==> config.mk <==
export PLATFORM = sky130hd
export DESIGN_NAME = wbuf_bypass
export DESIGN_NICKNAME = d
export VERILOG_FILES = /design/src/rtl/wbuf_pkg.sv /design/src/rtl/wbuf_store.sv /design/src/rtl/wbuf_arb.sv /design/src/rtl/wbuf_rdctl.sv /design/src/rtl/wbuf_bypass.sv
export SDC_FILE = /design/constraint.sdc
export NUM_CORES = 1
export LEC_CHECK = 0
export BUFFER_PORTS_ARGS = -buffer_cell sky130_fd_sc_hd__buf_2
export CORE_MARGIN = 2
export CORE_UTILIZATION = 50
export CTS_CLUSTER_DIAMETER = 100
export CTS_CLUSTER_SIZE = 20
export DETAILED_ROUTE_END_ITERATION = 6
export HOLD_SLACK_MARGIN = 0.03
export PLACE_DENSITY_LB_ADDON = 0.05
export SKIP_LAST_GASP = 1
export SLEW_MARGIN = 15
export SYNTH_ARGS = -nofsm -noshare
export SYNTH_HDL_FRONTEND = slang
export SYNTH_SLANG_ARGS = --single-unit
==> constraint.sdc <==
create_clock -name clk -period 3.8 [get_ports clk]
set_clock_uncertainty 0.05 [all_clocks]
set_input_delay 0.95 -clock clk [delete_from_list [all_inputs] [get_ports clk]]
set_output_delay 0.95 -clock clk [all_outputs]
set_load 0.02 [all_outputs]
==> src/rtl/wbuf_pkg.sv <==
package wbuf_pkg;
  typedef enum logic [1:0] {
    RD_IDLE  = 2'd0,
    RD_ISSUE = 2'd1,
    RD_WAIT  = 2'd2
  } rd_state_e;
endpackage

==> src/rtl/wbuf_store.sv <==
// Circular store queue with an age-ordered address search.
module wbuf_store #(
  parameter int AW    = 16,
  parameter int DW    = 32,
  parameter int DEPTH = 4
) (
  input  logic          clk,
  input  logic          rst_n,
  input  logic          push,
  input  logic [AW-1:0] push_addr,
  input  logic [DW-1:0] push_data,
  input  logic          pop,
  input  logic [AW-1:0] look_addr,
  output logic [AW-1:0] head_addr,
  output logic [DW-1:0] head_data,
  output logic [$clog2(DEPTH+1)-1:0] level,
  output logic          full,
  output logic          empty,
  output logic          look_hit,
  output logic [DW-1:0] look_data
);
  localparam int PW = (DEPTH > 2) ? $clog2(DEPTH) : 1;
  localparam int CW = $clog2(DEPTH + 1);

  logic [AW-1:0] slot_addr [DEPTH];
  logic [DW-1:0] slot_data [DEPTH];
  logic [PW-1:0] head, tail;
  logic [DEPTH-1:0] age_match;
  logic [DW-1:0]    age_data [DEPTH];

  function automatic logic [PW-1:0] ptr_inc(input logic [PW-1:0] p);
    return (p == PW'(DEPTH - 1)) ? '0 : p + PW'(1);
  endfunction

  always_ff @(posedge clk) begin
    if (!rst_n) begin
      head  <= '0;
      tail  <= '0;
      level <= '0;
    end else begin
      if (push) tail <= ptr_inc(tail);
      if (pop)  head <= ptr_inc(head);
      level <= level + CW'(push) - CW'(pop);
    end
  end

  always_ff @(posedge clk) begin
    if (push) begin
      slot_addr[tail] <= push_addr;
      slot_data[tail] <= push_data;
    end
  end

  // Entry k of the age view is the k-th oldest queued store.
  for (genvar k = 0; k < DEPTH; k++) begin : g_age
    logic [PW:0]   sum;
    logic [PW-1:0] idx;
    assign sum  = {1'b0, head} + (PW+1)'(k);
    assign idx  = (sum >= (PW+1)'(DEPTH)) ? PW'(sum - (PW+1)'(DEPTH)) : sum[PW-1:0];
    assign age_match[k] = (CW'(k) < level) && (slot_addr[idx] == look_addr);
    assign age_data[k]  = slot_data[idx];
  end

  // Youngest match wins: later ages overwrite earlier ones.
  always_comb begin
    look_hit  = 1'b0;
    look_data = '0;
    for (int k = 0; k < DEPTH; k++) begin
      if (age_match[k]) begin
        look_hit  = 1'b1;
        look_data = age_data[k];
      end
    end
  end

  assign head_addr = slot_addr[head];
  assign head_data = slot_data[head];
  assign full      = (level == CW'(DEPTH));
  assign empty     = (level == '0);
endmodule

==> src/rtl/wbuf_arb.sv <==
// Memory-side arbiter: load first, except a store already presented.
module wbuf_arb #(
  parameter int AW = 16,
  parameter int DW = 32
) (
  input  logic          clk,
  input  logic          rst_n,
  input  logic          rd_pending,
  input  logic          rd_idle,
  input  logic [AW-1:0] rd_addr_q,
  input  logic          buf_empty,
  input  logic [AW-1:0] head_addr,
  input  logic [DW-1:0] head_data,
  input  logic          mem_req_ready,
  output logic          mem_req_valid,
  output logic          mem_req_write,
  output logic [AW-1:0] mem_req_addr,
  output logic [DW-1:0] mem_req_data,
  output logic          rd_grant,
  output logic          pop
);
  logic wr_hold;
  logic rd_sel, wr_sel;

  assign rd_sel = rd_pending && !wr_hold;
  assign wr_sel = !buf_empty && (wr_hold || rd_idle);

  always_ff @(posedge clk) begin
    if (!rst_n) wr_hold <= 1'b0;
    else        wr_hold <= wr_sel && !mem_req_ready;
  end

  assign mem_req_valid = rd_sel || wr_sel;
  assign mem_req_write = !rd_sel;
  assign mem_req_addr  = rd_sel ? rd_addr_q : head_addr;
  assign mem_req_data  = rd_sel ? '0 : head_data;
  assign rd_grant      = rd_sel && mem_req_ready;
  assign pop           = wr_sel && mem_req_ready;
endmodule

==> src/rtl/wbuf_rdctl.sv <==
// Load-miss sequencer: forward on match, else fetch from memory.
module wbuf_rdctl
  import wbuf_pkg::*;
#(
  parameter int AW = 16,
  parameter int DW = 32
) (
  input  logic          clk,
  input  logic          rst_n,
  input  logic          rd_valid,
  input  logic [AW-1:0] rd_addr,
  input  logic          look_hit,
  input  logic [DW-1:0] look_data,
  input  logic          rd_grant,
  input  logic          mem_resp_valid,
  input  logic [DW-1:0] mem_resp_data,
  output logic          rd_ready,
  output logic          rd_resp_valid,
  output logic [DW-1:0] rd_resp_data,
  output logic [AW-1:0] rd_addr_q,
  output rd_state_e     st
);
  always_ff @(posedge clk) begin
    if (!rst_n) begin
      st            <= RD_IDLE;
      rd_resp_valid <= 1'b0;
      rd_resp_data  <= '0;
      rd_addr_q     <= '0;
    end else begin
      rd_resp_valid <= 1'b0;
      unique case (st)
        RD_IDLE: if (rd_valid) begin
          if (look_hit) begin
            rd_resp_valid <= 1'b1;
            rd_resp_data  <= look_data;
          end else begin
            st        <= RD_ISSUE;
            rd_addr_q <= rd_addr;
          end
        end
        RD_ISSUE: if (rd_grant) st <= RD_WAIT;
        RD_WAIT: if (mem_resp_valid) begin
          rd_resp_valid <= 1'b1;
          rd_resp_data  <= mem_resp_data;
          st            <= RD_IDLE;
        end
        default: st <= RD_IDLE;
      endcase
    end
  end

  assign rd_ready = (st == RD_IDLE);
endmodule

==> src/rtl/wbuf_bypass.sv <==
module wbuf_bypass
  import wbuf_pkg::*;
#(
  parameter int AW    = 16,
  parameter int DW    = 32,
  parameter int DEPTH = 4
) (
  input  logic          clk,
  input  logic          rst_n,
  input  logic          wr_valid,
  output logic          wr_ready,
  input  logic [AW-1:0] wr_addr,
  input  logic [DW-1:0] wr_data,
  input  logic          rd_valid,
  output logic          rd_ready,
  input  logic [AW-1:0] rd_addr,
  output logic          rd_resp_valid,
  output logic [DW-1:0] rd_resp_data,
  output logic          mem_req_valid,
  input  logic          mem_req_ready,
  output logic          mem_req_write,
  output logic [AW-1:0] mem_req_addr,
  output logic [DW-1:0] mem_req_data,
  input  logic          mem_resp_valid,
  input  logic [DW-1:0] mem_resp_data
);
  localparam int CW = $clog2(DEPTH + 1);

  logic          buf_full, buf_empty, buf_hit, push, pop, rd_grant;
  logic [CW-1:0] buf_level;
  logic [AW-1:0] head_addr, rd_addr_q;
  logic [DW-1:0] head_data, buf_hit_data;
  rd_state_e     rd_st;

  assign wr_ready = !buf_full;
  assign push     = wr_valid && !buf_full;

  wbuf_store #(.AW(AW), .DW(DW), .DEPTH(DEPTH)) u_store (
    .clk(clk), .rst_n(rst_n),
    .push(push), .push_addr(wr_addr), .push_data(wr_data),
    .pop(pop), .look_addr(rd_addr),
    .head_addr(head_addr), .head_data(head_data),
    .level(buf_level), .full(buf_full), .empty(buf_empty),
    .look_hit(buf_hit), .look_data(buf_hit_data)
  );

  wbuf_rdctl #(.AW(AW), .DW(DW)) u_rdctl (
    .clk(clk), .rst_n(rst_n),
    .rd_valid(rd_valid), .rd_addr(rd_addr),
    .look_hit(buf_hit), .look_data(buf_hit_data),
    .rd_grant(rd_grant),
    .mem_resp_valid(mem_resp_valid), .mem_resp_data(mem_resp_data),
    .rd_ready(rd_ready), .rd_resp_valid(rd_resp_valid), .rd_resp_data(rd_resp_data),
    .rd_addr_q(rd_addr_q), .st(rd_st)
  );

  wbuf_arb #(.AW(AW), .DW(DW)) u_arb (
    .clk(clk), .rst_n(rst_n),
    .rd_pending(rd_st == RD_ISSUE), .rd_idle(rd_st == RD_IDLE),
    .rd_addr_q(rd_addr_q), .buf_empty(buf_empty),
    .head_addr(head_addr), .head_data(head_data),
    .mem_req_ready(mem_req_ready),
    .mem_req_valid(mem_req_valid), .mem_req_write(mem_req_write),
    .mem_req_addr(mem_req_addr), .mem_req_data(mem_req_data),
    .rd_grant(rd_grant), .pop(pop)
  );
endmodule

==> reports/qor.txt <==
GPL Wtd Cong -> 0.871
CP endpoint -> u_rdctl.rd_resp_data[8]$_SDFFE_PN0P_
EDFF count, synth -> 192
Worst Reg-to-Reg Cells -> 12
Area Overhead vs Synth -> 14.7%
CP Max Fanout -> 12
Fin crit period -> 3.65 ns
Synthesized flop and latch total -> 253
Outcome -> completed
VDD IR max -> 0.358 mV
CP required -> 4.14 ns
PD cells -> 507 nW/µm²
# IOs -> 187
First-pass GRT wire length -> 60000 µm
Initial cell density of the core -> 0.510
Crit Reg-Reg Endpoint -> u_rdctl.rd_resp_data[8]$_SDFFE_PN0P_
Warnings, synthesis -> 0
All-Layer GR Usage -> 0.250
Period utilization -> 0.960
Leak -> 0.00598 µW
Arrival @ worst endpoint -> 3.99 ns
Seq/Total Area, Yosys -> 0.461
Clock transition at path regs -> 0.08 ns
Die area -> 31700 µm²
Setup CP Type -> reg -> reg
Min-Delay Path Class -> reg -> reg
GR Util met3 -> 0.0305
Filler cells -> 2387
R2r setup slk -> 0.15 ns
RSZ-0062 raised after global routing -> false
Crit path launch -> u_store.head[0]$_SDFFE_PN0P_
Post-synth top area cell -> edfxtp_1
H-Tree Depth -> 1
GR Overflow Total -> 0
Die extent in x -> 178 µm
Via Count -> 10260
GR peak layer -> met2
Post-route insts no fill -> 1642
FP Rows -> 63
Synth unique cells -> 47
Worst Setup Slack, final -> 0.154 ns
Synth async-reset ratio -> 0
Die Height -> 178 µm
Clock sink count -> 253
Mean Syn Cell Area -> 14.2 µm²
Reg2reg start -> u_store.head[0]$_SDFFE_PN0P_
First-pass DRT Iterations -> 5
Hold Vio Cnt, Final -> 0
# setup viols final -> 0
Maximum root-to-sink buffer count -> 3
Syn Nets -> 1183
Yosys top cell area share -> 0.380
Clock Latency Late Sink -> 0.50 ns
Met1 Use GR -> 0.343
GRT met2 Usage -> 0.433
Clk root buf -> clkbuf_16
Final wirelength -> 39100 µm
Pre-CTS WS -> 0.0723 ns
Initial antenna violation count -> 2
Setup TNS -> 0 ns
Avg WL per Cell -> 23.8 µm
ANT nets after route -> 0
Nature of the critical path endpoint -> flop
Fmax -> 0.274 GHz
Max cap viols -> 0
Vias in the first global route -> 10102
Mapped Area -> 15200 µm²
HPWL Detailed -> 26100 µm
Post-Syn Instances -> 1071
Share of layout cells above drive strength 1 -> 0.393
Cts bufs inserted -> 16
Post-route DRC -> 0
Port bufs -> 186
Synth area leaders -> edfxtp_1 (38%), mux4_2 (27%), dfxtp_1 (8.1%)
Worst Max-Slew Pin Slew -> 0.854 ns
TritonCTS clock tree -> built
Worst relative slew slack -> 0.430
Core Region -> 29700 µm²
Final Max Slew Viols -> 0
Synth Flop Type -> edfxtp_1
Vias per cell -> 6.25
# nets final -> 1351
Pin count of the biggest net entering global routing -> 49
CP startpoint kind -> flop
Initial DRC Count -> 727
Placed insts -> 1603
worst max-delay path, cell delays in order (launching register included):
cell and delay, ns:
dfxtp_4 0.37, ha_4 0.39, buf_4 0.17, mux4_2 0.50
xnor2_1 0.17, nand4_1 0.12, or4_4 0.46, nor3_4 0.21
or2b_2 0.21, buf_4 0.19, o211ai_1 0.09, a221o_1 0.37
a32o_1 0.25
routing by layer:
metal  share of wire  vias to the layer above
met1            0.42                     5307
met2            0.50                      328
met3           0.062                       36
met5               0                        -
li1                -                     4589
met4           0.014                        0
cells in the final DEF (no fill, tap or decap), types with 4 or more instances in the layout:
cell type,n
nor2_1,104
edfxtp_1,192
nand2b_1,33
nand2_1,41
xnor2_1,45
buf_4,50
dfxtp_1,57
buf_12,14
mux2_2,17
buf_2,186
nor2b_1,22
nand4_1,8
a32o_1,32
xor2_1,20
nand3_1,5
inv_1,43
mux4_2,184
a21oi_1,5
and3_2,4
a221o_1,32
clkbuf_1,10
a21boi_0,4
ha_1,8
o211ai_1,32
mux2i_1,31
and2_1,4
clkbuf_16,18
nor3_1,7
sequential cells by signal, summed over array words and instances (netlist names), named ones only:
name,flops
u_store.tail,2
u_rdctl.rd_resp_valid,1
u_rdctl.rd_resp_data,32
u_store.level,3
u_store.slot_addr,64
u_store.head,2
u_store.slot_data,128
u_rdctl.rd_addr_q,16
u_arb.wr_hold,1
u_rdctl.st,2
logic make-up (layout without fill, tap and decap cells):
group	count (synthesis)	in the layout	share of synthesized area
DFF	253	253	0.461
and+or+nand+nor	243	243	0.0771
muxes	232	232	0.306
buffers and inverters	148	326	0.0399
AOI/OAI and AO/OA	119	119	0.0691
xor gates and xnor gates	66	66	0.0381
adders and majority gates	10	10	0.00875
other	0	3	0
Yosys cell counts (all sizes together), types with 2 or more instances:
cell / count
edfxtp: 192
mux2i: 31
a32o: 32
inv: 44
nand2b: 33
ha: 9
clkbuf: 66
nor3: 8
nand3: 5
a21boi: 5
and3: 5
nand4: 8
o2111ai: 2
nor3b: 3
buf: 38
mux4: 184
nand3b: 2
dfxtp: 61
a221o: 32
mux2: 17
nor4: 3
a2111oi: 3
a21oi: 5
o211ai: 32
xor2: 20
a211oi: 3
and2: 4
nor2b: 23
nand2: 41
xnor2: 46
nor2: 104
final cells by class:
| class | instances | area, µm² | area share |
|---|---|---|---|
| Inverter | 44 | 165 | 0.00950 |
| Clock inverter | 1 | 8.76 | 0.000504 |
| Sequential cell | 253 | 7000 | 0.402 |
| Multi-Input combinational cell | 670 | 7610 | 0.438 |
| Tap cell | 390 | 488 | 0.0281 |
| Timing Repair Buffer | 254 | 1650 | 0.0946 |
| Clock buffer | 27 | 463 | 0.0266 |
| Antenna cell | 3 | 7.51 | 0.000432 |
how the worst min path moves through the flow:
stage	startpoint	end	slack, ns	cells past startpoint
global placement	u_rdctl.rd_resp_data[18]$_SDFFE_PN0P_	u_rdctl.rd_resp_data[18]$_SDFFE_PN0P_	0.39	1
finish	u_rdctl.rd_resp_data[22]$_SDFFE_PN0P_	u_rdctl.rd_resp_data[22]$_SDFFE_PN0P_	0.42	1
floorplan	u_rdctl.rd_addr_q[0]$_SDFFE_PN0P_	u_rdctl.rd_addr_q[0]$_SDFFE_PN0P_	0.43	2
CTS	u_rdctl.rd_resp_data[22]$_SDFFE_PN0P_	u_rdctl.rd_resp_data[22]$_SDFFE_PN0P_	0.42	1
detailed placement	u_rdctl.rd_resp_data[18]$_SDFFE_PN0P_	u_rdctl.rd_resp_data[18]$_SDFFE_PN0P_	0.40	1
global route	u_rdctl.rd_resp_data[17]$_SDFFE_PN0P_	u_rdctl.rd_resp_data[17]$_SDFFE_PN0P_	0.43	1
metrics by stage:
step | hold slack [ns] | total power, µW | utilization | cell area (µm²)
after floorplan | 0.432 | 6100 | - | 15200
after global placement | 0.393 | 7010 | 0.565 | 16800
after detailed placement | 0.399 | 7050 | 0.565 | 16800
after CTS | 0.419 | 8800 | 0.581 | 17300
after global routing | 0.432 | 9260 | 0.585 | 17400
final | 0.416 | 8810 | 0.585 | 17400
repair_timing:
action	CTS	global route
setup buffers	0	7
hold buffers	0	0
setup endpoints to repair	0	41
gates resized for setup	0	5
power breakdown:
part           switching, µW  total (µW)  internal (µW)
clock                    914        1760            843
combinational           1830        3640           1800
sequential               180        3420           3240
total                   2930        8810           5880
Power figures use the tool's default switching activity.
